`src/rtl/bssid_filt_pkg.sv`:
```
// Package: bssid_filt_pkg
// Shared encodings for the masked BSSID receive filter.
// Assumes the write word holds the low part of a register and the high
// word holds the remainder, both little-endian.
package bssid_filt_pkg;

    // Register half selected by a configuration write.
    typedef enum logic [1:0] {
        SEL_STA_LO  = 2'd0,
        SEL_STA_HI  = 2'd1,
        SEL_MASK_LO = 2'd2,
        SEL_MASK_HI = 2'd3
    } cfg_sel_e;

endpackage

```
`src/rtl/bssid_split_reg.sv`:
```
// Module: bssid_split_reg
// Holds one active ADDR_W-bit value that is loaded through two word writes.
// The low half is WORD_W bits and the high half is ADDR_W-WORD_W bits.
// A half is staged until its partner half arrives. The write that
// completes the pair commits both halves together, in either order.
// Assumes ADDR_W > WORD_W and ADDR_W - WORD_W <= WORD_W.
module bssid_split_reg #(
    parameter int          ADDR_W  = 48,
    parameter int          WORD_W  = 32,
    parameter logic [ADDR_W-1:0] RST_VAL = '0
) (
    input  logic              clk,
    input  logic              rst_n,
    input  logic              wr_lo,
    input  logic              wr_hi,
    input  logic [WORD_W-1:0] wdata,
    output logic [ADDR_W-1:0] value
);
    localparam int HI_W = ADDR_W - WORD_W;

    logic [WORD_W-1:0] lo_stage;
    logic [WORD_W-1:0] hi_stage;
    logic              lo_held;
    logic              hi_held;
    logic              commit;
    logic [ADDR_W-1:0] next_val;

    // Decide whether this write completes a pair and what value it commits.
    always_comb begin
        commit   = (wr_lo && hi_held) || (wr_hi && lo_held);
        next_val = value;
        if (wr_lo && hi_held)
            next_val = {hi_stage[HI_W-1:0], wdata};
        else if (wr_hi && lo_held)
            next_val = ADDR_W'({wdata, lo_stage});
    end

    // Stage lone halves and clear the staging flags on commit.
    always_ff @(posedge clk) begin
        if (!rst_n) begin
            lo_stage <= '0;
            hi_stage <= '0;
            lo_held  <= 1'b0;
            hi_held  <= 1'b0;
        end else if (commit) begin
            lo_held  <= 1'b0;
            hi_held  <= 1'b0;
        end else begin
            if (wr_lo) begin
                lo_stage <= wdata;
                lo_held  <= 1'b1;
            end
            if (wr_hi) begin
                hi_stage <= wdata;
                hi_held  <= 1'b1;
            end
        end
    end

    // Active value: the reset constant, then each committed pair.
    always_ff @(posedge clk) begin
        if (!rst_n)
            value <= RST_VAL;
        else if (commit)
            value <= next_val;
    end

    // the active value moves only on a completing write.
    assert_hold_until_pair_R6: assert property (@(posedge clk) disable iff (!rst_n)
        !commit |=> $stable(value));

    // both halves are never staged at once, because the second one commits.
    assert_single_stage_R6: assert property (@(posedge clk) disable iff (!rst_n)
        !(lo_held && hi_held));

endmodule

```
`src/rtl/bssid_match_core.sv`:
```
// Module: bssid_match_core
// Compares a frame BSSID with the station address at the positions that
// the mask selects. Each byte lane is compared separately and the lane
// results are reduced. The verdict is registered once, qualified by a valid.
// Assumes ADDR_W is a multiple of 8.
module bssid_match_core #(
    parameter int ADDR_W = 48
) (
    input  logic              clk,
    input  logic              rst_n,
    input  logic              in_valid,
    input  logic [ADDR_W-1:0] bssid,
    input  logic [ADDR_W-1:0] station,
    input  logic [ADDR_W-1:0] mask,
    output logic              out_valid,
    output logic              out_accept
);
    localparam int LANES = ADDR_W / 8;

    logic [LANES-1:0] lane_ok;
    logic             hit;

    // One comparator per byte lane: no selected bit may differ.
    for (genvar g = 0; g < LANES; g++) begin : g_lane
        logic [7:0] diff;
        assign diff       = (bssid[g*8 +: 8] & mask[g*8 +: 8]) ^
                            (station[g*8 +: 8] & mask[g*8 +: 8]);
        assign lane_ok[g] = (diff == 8'h00);
    end

    assign hit = &lane_ok;

    // Register the verdict; accept stays low without a valid frame.
    always_ff @(posedge clk) begin
        if (!rst_n) begin
            out_valid  <= 1'b0;
            out_accept <= 1'b0;
        end else begin
            out_valid  <= in_valid;
            out_accept <= in_valid && hit;
        end
    end

    // the result follows the strobe by exactly one clock.
    assert_result_follows_R2: assert property (@(posedge clk) disable iff (!rst_n)
        in_valid |=> out_valid);
    assert_no_spurious_result_R2: assert property (@(posedge clk) disable iff (!rst_n)
        !in_valid |=> !out_valid);

    // accept is qualified by valid.
    assert_accept_qualified_R3: assert property (@(posedge clk) disable iff (!rst_n)
        !out_valid |-> !out_accept);

    // an all-ones mask is exact equality.
    assert_exact_match_R7: assert property (@(posedge clk) disable iff (!rst_n)
        (in_valid && (&mask)) |=> (out_accept == ($past(bssid) == $past(station))));

    // an all-zero mask accepts any frame.
    assert_open_mask_R8: assert property (@(posedge clk) disable iff (!rst_n)
        (in_valid && (mask == '0)) |=> out_accept);

endmodule

```
`src/rtl/bssid_rx_filter.sv`:
```
// Module: bssid_rx_filter
// Top of the masked BSSID receive filter. It decodes configuration writes
// into the station-address and mask register halves, holds both registers,
// and judges each frame BSSID against them.
// Assumes at most one configuration write per cycle.
module bssid_rx_filter #(
    parameter int ADDR_W = 48,
    parameter int WORD_W = 32
) (
    input  logic              clk,
    input  logic              rst_n,
    input  logic              cfg_wr,
    input  logic [1:0]        cfg_sel,
    input  logic [WORD_W-1:0] cfg_wdata,
    input  logic              frm_valid,
    input  logic [ADDR_W-1:0] frm_bssid,
    output logic              res_valid,
    output logic              res_accept
);
    import bssid_filt_pkg::*;

    localparam logic [ADDR_W-1:0] MASK_RST = '1;
    localparam logic [ADDR_W-1:0] STA_RST  = '0;

    cfg_sel_e          sel;
    logic              sta_wr_lo, sta_wr_hi, mask_wr_lo, mask_wr_hi;
    logic [ADDR_W-1:0] sta_q;
    logic [ADDR_W-1:0] mask_q;

    // Decode the write select into one strobe per register half.
    always_comb begin
        sel        = cfg_sel_e'(cfg_sel);
        sta_wr_lo  = cfg_wr && (sel == SEL_STA_LO);
        sta_wr_hi  = cfg_wr && (sel == SEL_STA_HI);
        mask_wr_lo = cfg_wr && (sel == SEL_MASK_LO);
        mask_wr_hi = cfg_wr && (sel == SEL_MASK_HI);
    end

    // Station address register, zero after reset.
    bssid_split_reg #(.ADDR_W(ADDR_W), .WORD_W(WORD_W), .RST_VAL(STA_RST)) u_sta (
        .clk   (clk),
        .rst_n (rst_n),
        .wr_lo (sta_wr_lo),
        .wr_hi (sta_wr_hi),
        .wdata (cfg_wdata),
        .value (sta_q)
    );

    // Mask register, all ones after reset for exact matching.
    bssid_split_reg #(.ADDR_W(ADDR_W), .WORD_W(WORD_W), .RST_VAL(MASK_RST)) u_mask (
        .clk   (clk),
        .rst_n (rst_n),
        .wr_lo (mask_wr_lo),
        .wr_hi (mask_wr_hi),
        .wdata (cfg_wdata),
        .value (mask_q)
    );

    // Frame comparator and result register.
    bssid_match_core #(.ADDR_W(ADDR_W)) u_core (
        .clk        (clk),
        .rst_n      (rst_n),
        .in_valid   (frm_valid),
        .bssid      (frm_bssid),
        .station    (sta_q),
        .mask       (mask_q),
        .out_valid  (res_valid),
        .out_accept (res_accept)
    );

    // the four write strobes are mutually exclusive.
    assert_one_half_per_write_R5: assert property (@(posedge clk) disable iff (!rst_n)
        $onehot0({sta_wr_lo, sta_wr_hi, mask_wr_lo, mask_wr_hi}));

    // a result always follows a frame, and an accept needs a valid.
    assert_accept_needs_frame_R1: assert property (@(posedge clk) disable iff (!rst_n)
        res_accept |-> $past(frm_valid));

endmodule

```
`config.mk`:
```
export PLATFORM = sky130hd
export DESIGN_NAME = bssid_rx_filter
export DESIGN_NICKNAME = d
export VERILOG_FILES = /design/src/rtl/bssid_filt_pkg.sv /design/src/rtl/bssid_split_reg.sv /design/src/rtl/bssid_match_core.sv /design/src/rtl/bssid_rx_filter.sv
export SDC_FILE = /design/constraint.sdc
export NUM_CORES = 1
export LEC_CHECK = 0
export BUFFER_PORTS_ARGS = -buffer_cell sky130_fd_sc_hd__buf_4
export CORE_ASPECT_RATIO = 0.9
export CORE_MARGIN = 5
export CORE_UTILIZATION = 44
export DETAILED_ROUTE_END_ITERATION = 6
export GPL_TIMING_DRIVEN = 1
export PLACE_DENSITY = 0.66
export SETUP_SLACK_MARGIN = 0.1
export SLEW_MARGIN = 20
export SYNTH_ARGS = -nofsm -noshare
export SYNTH_HDL_FRONTEND = slang
export SYNTH_SLANG_ARGS = --single-unit
```
`constraint.sdc`:
```
create_clock -name clk -period 2.6 [get_ports clk]
set_input_delay 0.52 -clock clk [delete_from_list [all_inputs] [get_ports clk]]
set_output_delay 0.52 -clock clk [all_outputs]
set_load 0.02 [all_outputs]
```
# After elaboration in Yosys (flattened, before gate mapping)
# Cells that the tools add are included.
# word_totals
word_cells	69
inputBits	86
ff_bits	198
# classes
reduce_logical	29
mux	4
eq_ne	3
bitwise_logic	21
# op_table
cell	n
$mux W48	4
$and A8 B8 Y8	12
$logic_not A8 Y1	6
$xor A8 B8 Y8	6
$reduce_and A2 Y1	6
$logic_and A1 B1 Y1	9
$reduce_and A6 Y1	1
$eq A2 B2 Y1 const B	2
$reduce_bool A2 Y1	2
$reduce_or A2 Y1	2
$not A1 Y1	3
$eq A2 B1 Y1 const B	1
$logic_not A2 Y1	1
$logic_or A1 B1 Y1	2

# Logic depth before layout (Yosys ltp)
# depth
depth_word	6
ltp_mapped	9

# By module
# A second synthesis with hierarchy kept.
# unflattened
hier_cells	966
hier_area_um2	8848.5
# modules_own_cells
module	seq_area_each_um2	cells_per_inst	area_per_inst_um2	instances
bssid_split_reg (u_sta)	1961.9	391	4086.4	1
bssid_split_reg (u_mask)	1961.9	491	4006.3	1
bssid_match_core	40.0	80	718.2	1
bssid_rx_filter	0.0	4	37.5	1

# Worst setup path before layout
# OpenSTA, ideal clock, no wires.
# synth_path
kind	input to register
start	input cfg_sel[1]
end	register u_sta.value[45]
path_slack_ps	816
n_path_buf	4
setup_time_ps	116
cell_stages	9
required_time_ps	2484
arrival_ps	1667
path_cell_list	buf_6 > nand2b_1 > buf_6 > nor2_8 > buf_8 > buf_12 > mux2i_1 > nand2_1 > o211a_1
# synth_between
elab_chain_len	5
elab_cells_between_ends	10
# synth_lines
item	line	rtl
start: declaration	bssid_rx_filter.sv:13	input logic [1:0] cfg_sel,
$eq A2 B1 Y1 / $logic_not A2 Y1 (equally long branches)	bssid_rx_filter.sv:34, bssid_rx_filter.sv:33	
$logic_and A1 B1 Y1, on equally long branches	bssid_rx_filter.sv:34, bssid_rx_filter.sv:33	
$logic_and A1 B1 Y1, on equally long branches	bssid_split_reg.sv:30, bssid_split_reg.sv:34, bssid_split_reg.sv:32	
$reduce_bool A2 Y1 (no source line) / $logic_or A1 B1 Y1 (equally long branches)	-	
$reduce_and A2 Y1 (no source line)	-	
end signal: assignment	bssid_split_reg.sv:65	value <= next_val;
end: declaration	bssid_split_reg.sv:17	output logic [ADDR_W-1:0] value
# Parallel ways exist; a longest one is shown, timed or not.
# A chain may end at the register's enable or synchronous reset.

# Final worst setup path
# layout_path
start	register u_mask.hi_held
end	register u_mask.value[29]
# layout_between
elab_chain_len	3
elab_cells_between_ends	5
# layout_lines
item	line	rtl
start: declaration	bssid_split_reg.sv:24	logic hi_held;
start signal: assignment	bssid_split_reg.sv:44	hi_held <= 1'b0;
start signal: assignment	bssid_split_reg.sv:47	hi_held <= 1'b0;
start signal: assignment	bssid_split_reg.sv:55	hi_held <= 1'b1;
$logic_and A1 B1 Y1 (*)	bssid_split_reg.sv:30, bssid_split_reg.sv:32	
$reduce_bool A2 Y1 (no source line) / $logic_or A1 B1 Y1 (equally long branches)	-	
$reduce_and A2 Y1 (no source line)	-	
end signal: assignment	bssid_split_reg.sv:65	
end: declaration	bssid_split_reg.sv:17	
# Mark *: on every way between the ends. The rest lies on a longest branch, timed or not.

==> flow_metrics.tcl <==
set metrics [dict create \
    synth_top_cells_by_count "nand2_1, dfxtp_1, a21boi_0" \
    crit_chain "nand4b_2 -> nand2_1 -> buf_4 -> nor2_1 -> o21ai_0" \
    power_frac_comb 0.084 \
    yosys.area.top_type "dfxtp_1" \
    tightest_slew_ns 0.8711 \
    gr-usage-all-layers 0.2000 \
    path_max_fanout 20 \
    die_width_um 158.1 \
    cts_max_path_buffers 2 \
    final_max_slew_viol_count 0 \
    syn_nets 1087 \
    synthesis.area_um2 8691 \
    cts.reportedPaths.clkPinSlew_ns 0.08 \
    fin_nets 1121 \
    cpMaxStageDelayCell "nand4b_2" \
    cts_buffers 17 \
    hold_class "primary input to flop" \
    pwr-share-clk 0.409 \
    drive_gt1_frac 0.1393 \
    net-switching-power_mw 1.581 \
    grt_max_degree 197 \
    hold_viol 0 \
    setup_violations 0 \
    core_um2 19280 \
    ys_warn_count 0 \
    start_util 0.4508 \
    critical_path_arrival_ns 2.19 \
    end_kind "flop" \
    diodes 0 \
    switching_share 0.2538 \
    numPlacedInstances 1266 \
    reg2reg_depth 5 \
    cts_tree "done" \
    num_vias 7050 \
    irDropWorstVdd_v 0.0004505 \
    worstPathRequired_ns 2.96 \
    root_buffer "clkbuf_16" \
    p_leak_nw 4.346 \
    slowest_delay_ns 0.50 \
    min_period_ns 1.831 \
    worst_setup_path_start_kind "flop" \
    dp_hpwl_mm 14.20 \
    multi_input_area_um2 4280 \
    seq_area_um2 3964 \
    grt-ovfl-total 0 \
    grt_pass1_vias 6563 \
    crit_type "flop to flop" \
    final.setup.tns_ns 0 \
    cap_violations 0 \
    synth_top_cells_by_area "dfxtp_1, nand2_1, a21boi_0" \
    routed_wl_mm 22.48 \
    cts_hold_buf 0 \
    io_pins 88 \
    relSlewSlack 0.4193 \
    cp_num_buf_inv 1 \
    fp-row-count 48 \
    drc 0 \
    drt_iter0_drc 603 \
    power.share.sequential 0.507 \
    synth.most_common_cell "nand2_1" \
    reg2reg_from "u_mask.hi_held$_SDFFE_PP0P_" \
    rsz0062_at_grt "no" \
    period_share 0.7044 \
    dieHeight_um 143.3 \
    min_to "u_core.out_valid$_SDFF_PN0_" \
    clk_latency_ns 0.44 \
    synth_area_per_cell_um2 8.682 \
    fin_cells 1298 \
    synth_seq_cells 198 \
    critical-path-top-delay-family "simple AND/OR/NAND/NOR gates" \
    ff2ff_setup_slack_ns 0.77 \
    dr.pass1.iters 5 \
    status "finished, final reports clean" \
    layout_setup_ws_ns 0.7685 \
    fmax_mhz 546.0 \
    cts_resized 0 \
    synth_top_flop_cell "dfxtp_1" \
    syn_to_final_growth_pct 14.79 \
    dieArea_um2 22670 \
    p_int_mw 4.649 \
    power.density_nw_per_um2 624.5 \
    place.gp.congestion 0.8001 \
    post_cts_buffers 0 \
    grt_first_pass_wirelength_mm 35.47 \
    hold_depth 2 \
    drt-vias-per-instance 5.431 \
    detail-route-antenna-nets 0 \
    hp-start "frm_valid" \
    netlist_instances 1001 \
    yosysSeqAreaShare 0.4561 \
    htreeDepth 4 \
    antenna_found_initial 0 \
    clock_sinks 198 \
    reg2reg_to "u_mask.value[29]$_SDFFE_PN1P_" \
    yosysTopAreaCellShare 0.4561 \
    fill_cells 1835 \
    wl_per_cell_um 17.32 \
    ys_async_sr_fraction 0 \
    clock_skew_ns 0.01006 \
    io_buffers 87 \
    synth.distinct_cells 35 \
    synth_edf_count 0 \
    dp_slack_ns 0.4254 \
]
[power groups by stage]
stage,clock network [mW],registers [mW],logic (mW)
floorplan,0,3.22,0.306
global placement,0,3.22,0.518
detailed placement,0,3.23,0.523
CTS,2.60,3.16,0.525
global route,2.72,3.17,0.575
finish,2.55,3.16,0.522
[how the worst max path moves through the flow]
stage | cells past startpoint | endpoint | from
after global placement | 7 | u_sta.value[26]$_SDFFE_PN0P_ | cfg_sel[1]
after detailed placement | 7 | u_sta.value[12]$_SDFFE_PN0P_ | cfg_sel[1]
after floorplan | 9 | u_sta.value[45]$_SDFFE_PN0P_ | cfg_sel[1]
final | 5 | u_mask.value[29]$_SDFFE_PN1P_ | u_mask.hi_held$_SDFFE_PP0P_
after global routing | 5 | u_mask.value[29]$_SDFFE_PN1P_ | u_mask.hi_held$_SDFFE_PP0P_
after CTS | 5 | u_mask.value[29]$_SDFFE_PN1P_ | u_mask.hi_held$_SDFFE_PP0P_
[state kept, by name, indices dropped and copies added (netlist names), 16 cells and up]
register	count
u_mask.value	48
u_sta.value	48
u_mask.lo_stage	32
u_sta.lo_stage	32
u_mask.hi_stage	16
u_sta.hi_stage	16
[layout make-up]
type | instances | share of cell area
sequential | 198 | 0.3973
clock buffer | 19 | 0.04540
multi-input combinational | 711 | 0.4291
timing repair buffer | 107 | 0.08554
tap | 250 | 0.03136
clock inverter | 13 | 0.01129
[per-layer routing]
metal,wire [um],vias to the layer above,GRT usage
met5,0,-,0
met4,231,0,0.04174
met3,1304,16,0.04246
met2,10270,187,0.3200
met1,10680,3372,0.2810
li1,-,3475,-
[worst reg2reg max path, delay by kind of cell, from the launching register on]
kind,cells,cell delay [ns]
buffers and inverters,1,0.30
AOI/OAI and AO/OA,1,0.17
DFF,1,0.44
and+or+nand+nor,3,0.85
[logic make-up (layout without fill, tap and decap cells)]
group / after synthesis / after routing / synth area share
buffers and inverters: 92 / 139 / 0.05370
xor gates and xnor gates: 48 / 48 / 0.04837
AOI/OAI and AO/OA: 253 / 253 / 0.2175
muxes: 48 / 48 / 0.05528
and+or+nand+nor: 362 / 362 / 0.1690
DFF: 198 / 198 / 0.4561
[layout by cell type, fill, tap and decap left out, drive strengths merged, types with 2 or more instances in the layout]
master / n
a21boi: 101
nand2b: 2
a22oi: 6
o211a: 48
nor2: 34
nand4: 4
clkinvlp: 5
mux2i: 48
nand3: 20
or3: 3
clkbuf: 19
xor2: 48
inv: 7
a221oi: 9
a22o: 9
buf: 107
dfxtp: 198
nor3: 3
nand2: 290
o22ai: 32
o21ai: 46
[metrics by stage]
step | instance area, um2 | power (mW) | hold slack [ns] | utilization
after floorplan | 8691 | 3.523 | 0.4344 | -
after detailed placement | 9410 | 3.750 | 0.4449 | 0.4881
after CTS | 9976 | 6.281 | 0.2874 | 0.5175
after global placement | 9410 | 3.743 | 0.4394 | 0.4881
final | 9976 | 6.230 | 0.3010 | 0.5175
after global routing | 9976 | 6.457 | 0.3016 | 0.5175
Note: power is estimated with default switching activity, not from simulation.
